<file path="src/rtl/mixer_pkg.sv">
package mixer_pkg;
  typedef enum logic [1:0] {
    SEL_BLACK = 2'b00,
    SEL_WHITE = 2'b01,
    SEL_VIDEO = 2'b10,
    SEL_BG    = 2'b11
  } vsel_e;

  localparam logic [1:0] GLYPH_BLACK = 2'b00;
  localparam logic [1:0] GLYPH_WHITE = 2'b01;
  localparam int GLYPH_TRANSP_BIT = 1;
endpackage

</file>
<file path="src/rtl/blink_timer.sv">
module blink_timer #(
  parameter int RATE_W    = 2,
  parameter int BASE_LOG2 = 3,
  localparam int CNT_W    = BASE_LOG2 + (1 << RATE_W) - 1
) (
  input  logic              clk_i,
  input  logic              rst_ni,
  input  logic              frame_start_i,
  input  logic [RATE_W-1:0] rate_i,
  input  logic [1:0]        duty_i,
  output logic              blink_on_o
);
  localparam int PW = CNT_W + 1;

  logic [CNT_W-1:0] cnt_q;
  logic [PW-1:0]    period, on_len, cnt_ext;
  logic             at_end;

  assign period  = PW'(1) << (BASE_LOG2 + int'(rate_i));
  assign cnt_ext = PW'(cnt_q);
  assign at_end  = cnt_ext >= (period - PW'(1));

  always_comb begin
    unique case (duty_i)
      2'd0:    on_len = period >> 1;
      2'd1:    on_len = period / PW'(3);
      2'd2:    on_len = period >> 2;
      default: on_len = period - (period >> 2);
    endcase
  end

  always_ff @(posedge clk_i or negedge rst_ni) begin
    if (!rst_ni)            cnt_q <= '0;
    else if (frame_start_i) cnt_q <= at_end ? '0 : cnt_q + CNT_W'(1);
  end

  assign blink_on_o = cnt_ext < on_len;

  p_cnt_step_r7: assert property (@(posedge clk_i) disable iff (!rst_ni)
    frame_start_i |=> (cnt_q == '0 || cnt_q == $past(cnt_q) + CNT_W'(1)));

  p_cnt_hold_r7: assert property (@(posedge clk_i) disable iff (!rst_ni)
    !frame_start_i |=> $stable(cnt_q));
endmodule

</file>
<file path="src/rtl/pixel_select.sv">
module pixel_select
  import mixer_pkg::*;
(
  input  logic [1:0] glyph_i,
  input  logic       inv_i,
  input  logic       lbc_i,
  input  logic       blink_i,
  input  logic       ext_sync_i,
  input  logic       blink_on_i,
  output vsel_e      sel_o
);
  logic  lbc_eff, transp, hide;
  vsel_e bg_src;

  assign lbc_eff = lbc_i | ~ext_sync_i;   // internal sync forces local bg
  assign transp  = glyph_i[GLYPH_TRANSP_BIT];
  assign hide    = blink_i & ~blink_on_i;
  assign bg_src  = lbc_eff ? SEL_BG : SEL_VIDEO;

  always_comb begin
    if (hide)        sel_o = ext_sync_i ? SEL_VIDEO : SEL_BG;
    else if (transp) sel_o = bg_src;
    else if ((glyph_i == GLYPH_WHITE) ^ inv_i) sel_o = SEL_WHITE;
    else             sel_o = SEL_BLACK;
  end

  always_comb begin
    if (!ext_sync_i) a_no_video_int_r5: assert (sel_o != SEL_VIDEO);
  end
endmodule

</file>
<file path="src/rtl/char_pixel_mixer.sv">
module char_pixel_mixer
  import mixer_pkg::*;
#(
  parameter int RATE_W    = 2,
  parameter int BASE_LOG2 = 3,
  parameter int LEVEL_W   = 3
) (
  input  logic               clk_i,
  input  logic               rst_ni,
  input  logic               frame_start_i,
  input  logic [RATE_W-1:0]  blink_rate_i,
  input  logic [1:0]         blink_duty_i,
  input  logic               ext_sync_i,
  input  logic [LEVEL_W-1:0] bg_level_i,
  input  logic [1:0]         glyph_pix_i,
  input  logic               attr_lbc_i,
  input  logic               attr_blink_i,
  input  logic               attr_inv_i,
  output logic [1:0]         sel_o,
  output logic [LEVEL_W-1:0] level_o,
  output logic               blink_on_o
);
  logic  blink_on;
  vsel_e sel_d;

  blink_timer #(.RATE_W(RATE_W), .BASE_LOG2(BASE_LOG2)) u_timer (
    .clk_i        (clk_i),
    .rst_ni       (rst_ni),
    .frame_start_i(frame_start_i),
    .rate_i       (blink_rate_i),
    .duty_i       (blink_duty_i),
    .blink_on_o   (blink_on)
  );

  pixel_select u_sel (
    .glyph_i   (glyph_pix_i),
    .inv_i     (attr_inv_i),
    .lbc_i     (attr_lbc_i),
    .blink_i   (attr_blink_i),
    .ext_sync_i(ext_sync_i),
    .blink_on_i(blink_on),
    .sel_o     (sel_d)
  );

  always_ff @(posedge clk_i or negedge rst_ni) begin
    if (!rst_ni) begin
      sel_o   <= SEL_BLACK;
      level_o <= '0;
    end else begin
      sel_o   <= sel_d;
      level_o <= bg_level_i;
    end
  end

  assign blink_on_o = blink_on;

  p_int_sync_no_video_r5: assert property (@(posedge clk_i) disable iff (!rst_ni)
    !ext_sync_i |=> sel_o != SEL_VIDEO);

  p_invert_black_r3: assert property (@(posedge clk_i) disable iff (!rst_ni)
    (attr_inv_i && glyph_pix_i == GLYPH_BLACK && !(attr_blink_i && !blink_on))
      |=> sel_o == SEL_WHITE);

  p_blink_off_ext_r6: assert property (@(posedge clk_i) disable iff (!rst_ni)
    (attr_blink_i && !blink_on && ext_sync_i) |=> sel_o == SEL_VIDEO);

  p_level_follow_r9: assert property (@(posedge clk_i) disable iff (!rst_ni)
    1'b1 |=> level_o == $past(bg_level_i));
endmodule

</file>
<file path="config.mk">
export PLATFORM = sky130hd
export DESIGN_NAME = char_pixel_mixer
export DESIGN_NICKNAME = d
export VERILOG_FILES = /design/src/rtl/mixer_pkg.sv /design/src/rtl/blink_timer.sv /design/src/rtl/pixel_select.sv /design/src/rtl/char_pixel_mixer.sv
export SDC_FILE = /design/constraint.sdc
export NUM_CORES = 1
export LEC_CHECK = 0
export CAP_MARGIN = 20
export CORE_MARGIN = 5
export CORE_UTILIZATION = 25
export DETAILED_ROUTE_END_ITERATION = 16
export DONT_BUFFER_PORTS = 1
export PLACE_DENSITY = 0.45
export SYNTH_ARGS = -nofsm -noshare
export SYNTH_HDL_FRONTEND = slang
export SYNTH_HIERARCHICAL = 1
export SYNTH_SLANG_ARGS = --single-unit
</file>
<file path="constraint.sdc">
create_clock -name clk_i -period 10.3 [get_ports clk_i]
set_input_delay 2.575 -clock clk_i [delete_from_list [all_inputs] [get_ports clk_i]]
set_output_delay 2.575 -clock clk_i [all_outputs]
set_load 0.01 [all_outputs]
</file>
==> flow_summary.ini, run 1 <==
[run_status]
status = completed

[power_and_ir_drop]
p_leak_nw = 0.575
seqPwrFrac_pct = 36.4
p_sw_mw = 0.0829
clkPwrFrac_pct = 19.8
p_comb_share_pct = 43.8
sw_frac_of_total_pct = 39.0
p_int_mw = 0.130
irDropWorstVdd_uv = 48.2
power_density_mw_per_mm2 = 165

[setup_path]
ff2ff_setup_slack_ps = 8090
cp-end-kind = primary output
r2r_cells = 8
crit_path_start_kind = primary input
rr_endpoint = sel_o[0]
crit_arrival_ps = 4940
cp_slowest_cell = ha_1
timing.rr.start = u_timer/cnt_q[2]
path_max_fanout = 14
cpPeakStageDelay_ps = 470
worst_ep_required_time_ps = 7730
path_cells = inv_1 > ha_1 > nor2b_1 > mux2_2 > o21ai_1 > ha_1 > a21o_1 > a221oi_1 > nand3_1 > o21ai_1
worst-setup-path-type = primary input to primary output

[timing]
finClkSkew_ps = 5.78
period_share_pct = 72.9
fmax_mhz = 133
rsz0062_at_grt = false
period_needed_ps = 7510
finalMaxSlewViolations = 0
slew_headroom_pct = 69.1
finalSetupTns_ps = 0
hold_viol_final = 0
worst_pin_slew_ps = 464
setup_viol = 0

[yosys]
synth_top_family_by_area = adder cells
synth_xor_area_share_pct = 3.69
synth_compound_area_share_pct = 18.9
ys_seq_area_share_pct = 23.2
ys_async_sr_fraction_pct = 100
netlist_area_sq_mm = 0.00119
ys.flop_type = dfrtp_1
yosys.area.top_type = ha_1
synth_fa_ha_area_share_pct = 25.3
synth_top_area_share_pct = 25.3
ys_top_cells_by_area = ha_1 25%, dfrtp_1 23%, inv_1 4.1%
synthSimpleGateAreaFrac_pct = 19.7
muxShareOfSynthArea_pct = 3.79
syn_inst = 132
synth_area_per_cell_sq_um = 9.00
syn-num-nets = 172
synth_edf_count = 0
synth_warnings = 6
synth_seq_cells = 11
ys_types = 40

[die]
core_sq_mm = 0.00466
start_util_pct = 25.5
dieArea_sq_mm = 0.00623
row_count = 25
die_h_um = 78.9
ioPinCount = 22
die_w_um = 78.9

[cts]
cts_buffers = 3
holdBufCountCts = 0
cts_resized = 0
clockBufferDepth = 2
cts_tree = done
clockRootBuffer = clkbuf_8
insertion_delay_ps = 240
clk_pin_slew_ps = 50
cts_setup_buffers = 0
htree_levels = 1
clock-sinks = 11

[final_layout]
seqCellArea_sq_um = 275
multi_input_area_sq_um = 847
fin_nets = 173
insertedDiodeCount = 0
fillers = 495
final_util_pct = 27.5
syn_to_final_growth_pct = 8.11
drive_gt1_share_pct = 8.33

[global_route]
grt_pass1_vias = 932
antenna_found_initial = 0
overflow = 0
grt_pass1_wl_mm = 4.29
grt_start_max_net_pins = 16
grtUsageTotal_pct = 8.72

[route]
routed_wl_mm = 2.59
drc = 0
routedWlPerCell_um = 13.9
vias = 925
via_per_inst = 4.97
drtAntennaViolNets = 0
drt-initial-drc-count = 24
drt-pass1-iter-count = 4

[job]
cap_violations = 0

[place]
finalWeightedCongestion = 0.772
dp_hpwl_mm = 1.98
port_buffers = 0

[hold_path]
holdPathStages = 2
min_to = u_timer/cnt_q[0]
min_path_type = flop to flop
hp-start = u_timer/cnt_q[0]
==> critical path: cells and delay by family <==
family                     cells  cell delay (ps)
and+or+nand+nor                2              280
AOI/OAI and AO/OA              4              920
muxes                          1              290
adders and majority gates      2              730
buffers and inverters          1              130
==> state kept, by name (all words and copies together) (netlist names) <==
register	count
level_o	3
sel_o	2
u_timer/cnt_q	6
==> worst max path at each step <==
stage	from	to	slack, ps
3_5_place_dp	blink_rate_i[0]	blink_on_o	2800
4_1_cts	blink_rate_i[0]	blink_on_o	2800
6_report	blink_rate_i[0]	blink_on_o	2790
5_1_grt	blink_rate_i[0]	blink_on_o	2530
2_1_floorplan	blink_rate_i[0]	blink_on_o	3120
3_3_place_gp	blink_rate_i[0]	blink_on_o	2850
==> metrics by stage <==
step	total power, mW	hold slack [ps]	instance area (sq um)	cells	setup slack [ps]
6_report	0.212	640	1280	186	2790
5_1_grt	0.233	664	1280	186	2530
4_1_cts	0.217	643	1280	186	2800
3_5_place_dp	0.172	630	1240	182	2800
3_3_place_gp	0.169	622	1240	182	2850
2_1_floorplan	0.150	547	1190	132	3120
==> power groups by stage <==
stage | sequential, mW | clock (mW) | combinational, mW
2_1_floorplan | 0.0696 | 0 | 0.0803
3_3_place_gp | 0.0784 | 0 | 0.0910
3_5_place_dp | 0.0783 | 0 | 0.0940
4_1_cts | 0.0779 | 0.0442 | 0.0945
5_1_grt | 0.0789 | 0.0458 | 0.108
6_report | 0.0773 | 0.0420 | 0.0931
==> layer usage <==
metal	track usage [%]	part of all wire (%)	wire [um]	up-vias
li1	-	-	-	475
met1	10.8	49	1270	424
met2	13.5	43	1120	22
met3	2.04	6.0	156	4
met4	5.67	1.7	44	0
met5	0	0	0	-
==> cell families (layout without fill, tap and decap cells) <==
kind of cell,Yosys count,in the layout
buf+inv,17,17
simple gates,39,39
mux,3,3
compound gates,33,33
xor+xnor,5,5
fa+ha+maj,24,24
flops,11,11
==> layout by cell type, fill, tap and decap left out, drive strengths merged, types with 3 or more instances in the layout <==
cell type / synthesis / final
o21ai: 11 / 11
nor2: 3 / 3
dfrtp: 11 / 11
xor2: 4 / 4
nand3: 6 / 6
ha: 24 / 24
a221oi: 4 / 4
nor3b: 5 / 5
clkbuf: 3 / 4
o22ai: 3 / 3
nand2: 9 / 9
nor2b: 4 / 4
nand2b: 3 / 3
a21oi: 5 / 5
inv: 13 / 13
==> synthesized netlist by cell type, types with 2 or more instances <==
cell type and instances:
o22ai_1 3, xor2_1 4, o21ai_0 4, inv_1 13, o21ai_1 7, ha_1 24
o21a_1 2, nand2b_1 2, nand2_1 8, a21oi_1 5, nor2b_1 4, a21o_1 2
a221oi_1 3, clkbuf_1 3, dfrtp_1 11, nor3b_1 5, nand3_1 6, nor2_1 3
and2_1 2
==> final cells by class <==
| type | count | share of cell area [%] |
|---|---|---|
| clock buffers | 4 | 3.51 |
| inverters | 13 | 3.80 |
| multi-input cells | 104 | 66.0 |
| flip-flops and latches | 11 | 21.4 |
| well taps | 54 | 5.26 |
No activity file was read; power rests on OpenSTA's default activity.
==> run 2: changes to the inputs <==
--- a/config.mk
+++ b/config.mk
@@ -5,6 +5,7 @@
 export SDC_FILE = /design/constraint.sdc
 export NUM_CORES = 1
 export LEC_CHECK = 0
+export ABC_AREA = 1
 export CAP_MARGIN = 20
 export CORE_MARGIN = 5
 export CORE_UTILIZATION = 25
==> constraint.sdc (replaced) <==
create_clock -name clk_i -period 7.4 [get_ports clk_i]
set_input_delay 1.85 -clock clk_i [delete_from_list [all_inputs] [get_ports clk_i]]
set_output_delay 1.85 -clock clk_i [all_outputs]
set_load 0.01 [all_outputs]
==> flow_summary.ini, run 2 <==
[run_status]
status = completed

[global_route]
overflow = 0
grt_pass1_wl_mm = 4.52
antenna_found_initial = 0
grt_pass1_vias = 1046
grtUsageTotal_pct = 8.76
grt_start_max_net_pins = 14

[cts]
htree_levels = 1
holdBufCountCts = 0
clockBufferDepth = 2
cts_setup_buffers = 0
clock-sinks = 11
clockRootBuffer = clkbuf_8
cts_resized = 0
insertion_delay_ps = 230
cts_tree = done
cts_buffers = 3
clk_pin_slew_ps = 50

[setup_path]
cp-end-kind = primary output
path_cells = inv_2 > ha_1 > nand2_1 > ha_1 > nand2_1 > nand4_1 > nand2_1 > inv_1 > o22ai_1 > ha_1 > nand2_1 > inv_1 > nand2_1 > nand2_1 > a21oi_2
worst_ep_required_time_ps = 5550
path_common_cell = nand2_1
worst-setup-path-type = primary input to primary output
r2r_cells = 9
path_depth = 15
crit_arrival_ps = 3830
path_max_fanout = 13
path_delay_family = adder cells
cp_slowest_cell = ha_1
crit_path_start_kind = primary input
cpPeakStageDelay_ps = 450
crit_buf_inv = 3

[timing]
hold_viol_final = 0
finClkSkew_ps = 4.94
rsz0062_at_grt = false
period_share_pct = 76.8
setup_viol = 0
worst_pin_slew_ps = 446
period_needed_ps = 5680
finalMaxSlewViolations = 0
finalWorstSetupSlack_ps = 1720
fmax_mhz = 176
slew_headroom_pct = 70.3
fin_hold_ws_ps = 561
finalSetupTns_ps = 0

[yosys]
syn_inst = 164
synth_seq_cells = 11
synth_top_family_by_area = simple AND/OR/NAND/NOR gates
ys_types = 27
synth_area_per_cell_sq_um = 7.39
yosys.area.top_type = ha_1
muxShareOfSynthArea_pct = 0
synth_common_cells = 42 x nand2_1, 25 x inv_1, 24 x ha_1
netlist_area_sq_mm = 0.00121
ys_top_cells_by_area = ha_1 25%, dfrtp_1 23%, nand2_1 13%
synth_most_common_cell = nand2_1
ys.flop_type = dfrtp_1
synth_compound_area_share_pct = 12.9
synth_top_area_share_pct = 24.8
syn-num-nets = 204
ys_async_sr_fraction_pct = 100
synth_xor_area_share_pct = 4.33
synth_fa_ha_area_share_pct = 24.8
synth_warnings = 6
synth_edf_count = 0
ys_seq_area_share_pct = 22.7
synthSimpleGateAreaFrac_pct = 25.4

[power_and_ir_drop]
irDropWorstVdd_uv = 97.3
clkPwrFrac_pct = 19.6
seqPwrFrac_pct = 34.5
p_comb_share_pct = 45.8
p_sw_mw = 0.124
p_leak_nw = 0.719
power_density_mw_per_mm2 = 221
p_int_mw = 0.170
sw_frac_of_total_pct = 42.1

[place]
port_buffers = 0
pre_cts_ws_ps = 1670
dp_hpwl_mm = 2.14
finalWeightedCongestion = 0.877

[final_layout]
drive_gt1_share_pct = 8.38
insertedDiodeCount = 0
max_flop_register = u_timer/cnt_q
mostFrequentLayoutCells = 42 x nand2_1, 25 x inv_1, 24 x ha_1
top_regs = u_timer/cnt_q (6), level_o (3), sel_o (2)
largest_reg_flops = 6
fin_nets = 208
syn_to_final_growth_pct = 9.70
fillers = 527
final_common_cell = nand2_1

[die]
die_w_um = 79.6
core_sq_mm = 0.00472
dieArea_sq_mm = 0.00634
ioPinCount = 22
die_h_um = 79.6
start_util_pct = 25.7
row_count = 25

[route]
routed_wl_mm = 2.55
drt-pass1-iter-count = 4
via_per_inst = 4.44
drtAntennaViolNets = 0
drt-initial-drc-count = 28
drc = 0
routedWlPerCell_um = 10.9
vias = 1039

[hold_path]
min_path_type = flop to flop
holdPathStages = 2

[job]
cap_violations = 0
==> run 2: cell types whose count changed after synthesis, moves of 5 or more <==
cell / delta
nor2_1: +7
inv_1: +12
nand2_1: +34
nor3b_1: -5
o21ai_1: -7
==> run 2: cell families (layout without fill, tap and decap cells) <==
group                    after synthesis  after routing
AO/OA/AOI/OAI                         25             25
adder cells (fa/ha/maj)               24             24
XOR/XNOR                               6              6
buffers and inverters                 30             33
AND/OR/NAND/NOR                       68             68
flip-flops                            11             11
==> run 2: tightest hold or removal path: stages (launching register included) <==
cell and delay [ps]:
dfrtp_1 400, nand2_1 60, o21ai_0 60
==> run 2: area by class of cell <==
type | instances | area (sq um) | area share [%]
Clock buffer | 4 | 45.0 | 3.39
Inverter | 29 | 109 | 8.18
Multi-Input combinational cell | 123 | 817 | 61.4
Sequential cell | 11 | 275 | 20.7
Tap cell | 67 | 83.8 | 6.30
==> run 2: power groups by stage <==
stage	clock network, mW	registers, mW	logic [mW]
after global placement	0	0.105	0.139
after global routing	0.0634	0.105	0.165
after detailed placement	0	0.104	0.138
after floorplan	0	0.0952	0.115
final	0.0577	0.102	0.135
after CTS	0.0610	0.103	0.138
==> run 2: worst paths after layout <==
path	slack [ps]	start	end
worst max-delay path	1720	blink_rate_i[0]	blink_on_o
worst min-delay path	560	u_timer/cnt_q[0]	u_timer/cnt_q[0]
worst max register to register	5680	u_timer/cnt_q[2]	sel_o[0]
worst min register to register	560	u_timer/cnt_q[0]	u_timer/cnt_q[0]
max in group asynchronous	6020	rst_ni	sel_o[1]
min in group asynchronous	1310	rst_ni	level_o[0]
==> run 2: per-stage QoR <==
step / power, mW / utilization [%] / instance area, sq um / std cells
after CTS: 0.302 / 28.2 / 1330 / 234
after global placement: 0.244 / 27.2 / 1280 / 230
final: 0.294 / 28.2 / 1330 / 234
after floorplan: 0.210 / - / 1210 / 164
after detailed placement: 0.241 / 27.2 / 1280 / 230
after global routing: 0.334 / 28.2 / 1330 / 234
==> run 2: per-layer routing <==
metal	track usage [%]	wire (um)	vias to the layer above
met3	2.48	190	2
met1	11.8	1220	462
li1	-	-	543
met4	2.75	17	0
met5	0	0	-
met2	13.4	1130	32
==> run 3: changes to the inputs <==
--- a/config.mk
+++ b/config.mk
@@ -11,7 +11,7 @@
 export CORE_UTILIZATION = 25
 export DETAILED_ROUTE_END_ITERATION = 16
 export DONT_BUFFER_PORTS = 1
-export PLACE_DENSITY = 0.45
+export PLACE_DENSITY = 0.47
 export SYNTH_ARGS = -nofsm -noshare
 export SYNTH_HDL_FRONTEND = slang
 export SYNTH_HIERARCHICAL = 1
==> constraint.sdc (replaced) <==
create_clock -name clk_i -period 4.6 [get_ports clk_i]
set_input_delay 1.15 -clock clk_i [delete_from_list [all_inputs] [get_ports clk_i]]
set_output_delay 1.15 -clock clk_i [all_outputs]
set_load 0.01 [all_outputs]
==> flow_summary.ini, run 3 (synthesis results as in run 2) <==
[run_status]
status = completed

[place]
port_buffers = 0
finalWeightedCongestion = 0.864
dp_hpwl_mm = 2.19

[route]
drt-pass1-iter-count = 4
drt-initial-drc-count = 53
drc = 0
routed_wl_mm = 2.63
vias = 1010
drtAntennaViolNets = 0
routedWlPerCell_um = 11.2
via_per_inst = 4.30

[setup_path]
crit_path_start_kind = primary input
timing.rr.start = u_timer/cnt_q[2]
path_max_fanout = 8
worst-setup-path-type = primary input to primary output
path_common_cell = nand2_1
cpPeakStageDelay_ps = 320
crit_arrival_ps = 2970
r2r_cells = 9
cp-end-kind = primary output
rr_endpoint = sel_o[0]
worst_ep_required_time_ps = 3450
critPathLaunch = blink_rate_i[1]
cp_slowest_cell = ha_1
ff2ff_setup_slack_ps = 2890
path_cells = inv_1 > ha_1 > nand2_1 > ha_1 > nand2_1 > nand4_1 > nand2_1 > inv_1 > o22ai_1 > ha_1 > nand2_1 > inv_1 > nand2_1 > nand2_1 > a21oi_2
endpoint = blink_on_o

[cts]
cts_resized = 0
holdBufCountCts = 0
clockBufferDepth = 2
clk_pin_slew_ps = 50
cts_setup_buffers = 0
clockRootBuffer = clkbuf_8
cts_tree = done
insertion_delay_ps = 230
clock-sinks = 11
htree_levels = 1
cts_buffers = 3

[die]
row_count = 25
core_sq_mm = 0.00472
ioPinCount = 22
start_util_pct = 25.7
die_w_um = 79.6
dieArea_sq_mm = 0.00634
die_h_um = 79.6

[timing]
finClkSkew_ps = 3.47
rsz0062_at_grt = false
hold_viol_final = 0
setup_viol = 0
fin_hold_ws_ps = 575
finalSetupTns_ps = 0
slew_headroom_pct = 79.8
fmax_mhz = 243
worst_pin_slew_ps = 301
period_needed_ps = 4120
finalMaxSlewViolations = 0
period_share_pct = 89.6

[final_layout]
syn_to_final_growth_pct = 10.3
fillers = 521
insertedDiodeCount = 0
multi_input_area_sq_um = 817
fin_nets = 209
seqCellArea_sq_um = 275
mostFrequentLayoutCells = 42 x nand2_1, 25 x inv_1, 24 x ha_1
final_common_cell = nand2_1
top_regs = u_timer/cnt_q (6), level_o (3), sel_o (2)
drive_gt1_share_pct = 8.93
max_flop_register = u_timer/cnt_q
largest_reg_flops = 6

[job]
cap_violations = 0

[global_route]
antenna_found_initial = 0
grt_start_max_net_pins = 12
grt_pass1_wl_mm = 4.62
overflow = 0
grtUsageTotal_pct = 9.02
grt_pass1_vias = 1064

[power_and_ir_drop]
power_density_mw_per_mm2 = 358
irDropWorstVdd_uv = 167
p_leak_nw = 0.725

[hold_path]
min_path_type = flop to flop
==> run 3: changes by cell type in the layout (fill, tap and decap cells not counted), sizes merged <==
cell,before,now
buf,0,1
==> run 3: per-stage QoR <==
step / util (%) / area (sq um) / cells / setup slack, ps / power [mW]
after detailed placement: 27.4 / 1290 / 231 / 456 / 0.388
after floorplan: - / 1210 / 164 / 674 / 0.338
after global placement: 27.4 / 1290 / 231 / 510 / 0.391
final: 28.3 / 1340 / 235 / 480 / 0.478
after global routing: 28.3 / 1340 / 235 / 220 / 0.534
after CTS: 28.3 / 1340 / 235 / 451 / 0.492
==> run 3: worst max-delay path: cells and delay by family <==
| kind | cells | cell delay [ps] |
|---|---|---|
| fa+ha+maj | 3 | 780 |
| compound gates | 2 | 330 |
| simple gates | 7 | 530 |
| buf+inv | 3 | 160 |
==> run 3: worst min path at each step <==
stage | from | end | cells past startpoint
6_report | u_timer/cnt_q[0] | u_timer/cnt_q[0] | 2
4_1_cts | u_timer/cnt_q[0] | u_timer/cnt_q[0] | 2
3_3_place_gp | u_timer/cnt_q[0] | u_timer/cnt_q[0] | 2
5_1_grt | rst_ni | sel_o[0] | 0
3_5_place_dp | u_timer/cnt_q[0] | u_timer/cnt_q[0] | 2
2_1_floorplan | u_timer/cnt_q[0] | u_timer/cnt_q[0] | 2
==> run 3: cell type report <==
| cell class | instances | share of cell area, % |
|---|---|---|
| multi-input cells | 123 | 61.1 |
| flip-flops and latches | 11 | 20.6 |
| inverters | 29 | 8.14 |
| well taps | 67 | 6.27 |
| clock buffers | 4 | 3.37 |
| repair buffers | 1 | 0.561 |
==> run 3: layer usage <==
metal,track usage (%),vias up,share of wire (%)
met5,0,-,0
met2,15.0,21,46
li1,-,541,-
met4,2.06,0,0
met1,11.6,448,47
met3,2.37,0,7.0
==> run 3: report_power, final <==
group	internal, mW	switching, mW	total, mW
Sequential	0.126	0.0382	0.164
Clock	0.0607	0.0342	0.0949
Combinational	0.0893	0.130	0.220
Total	0.276	0.203	0.478
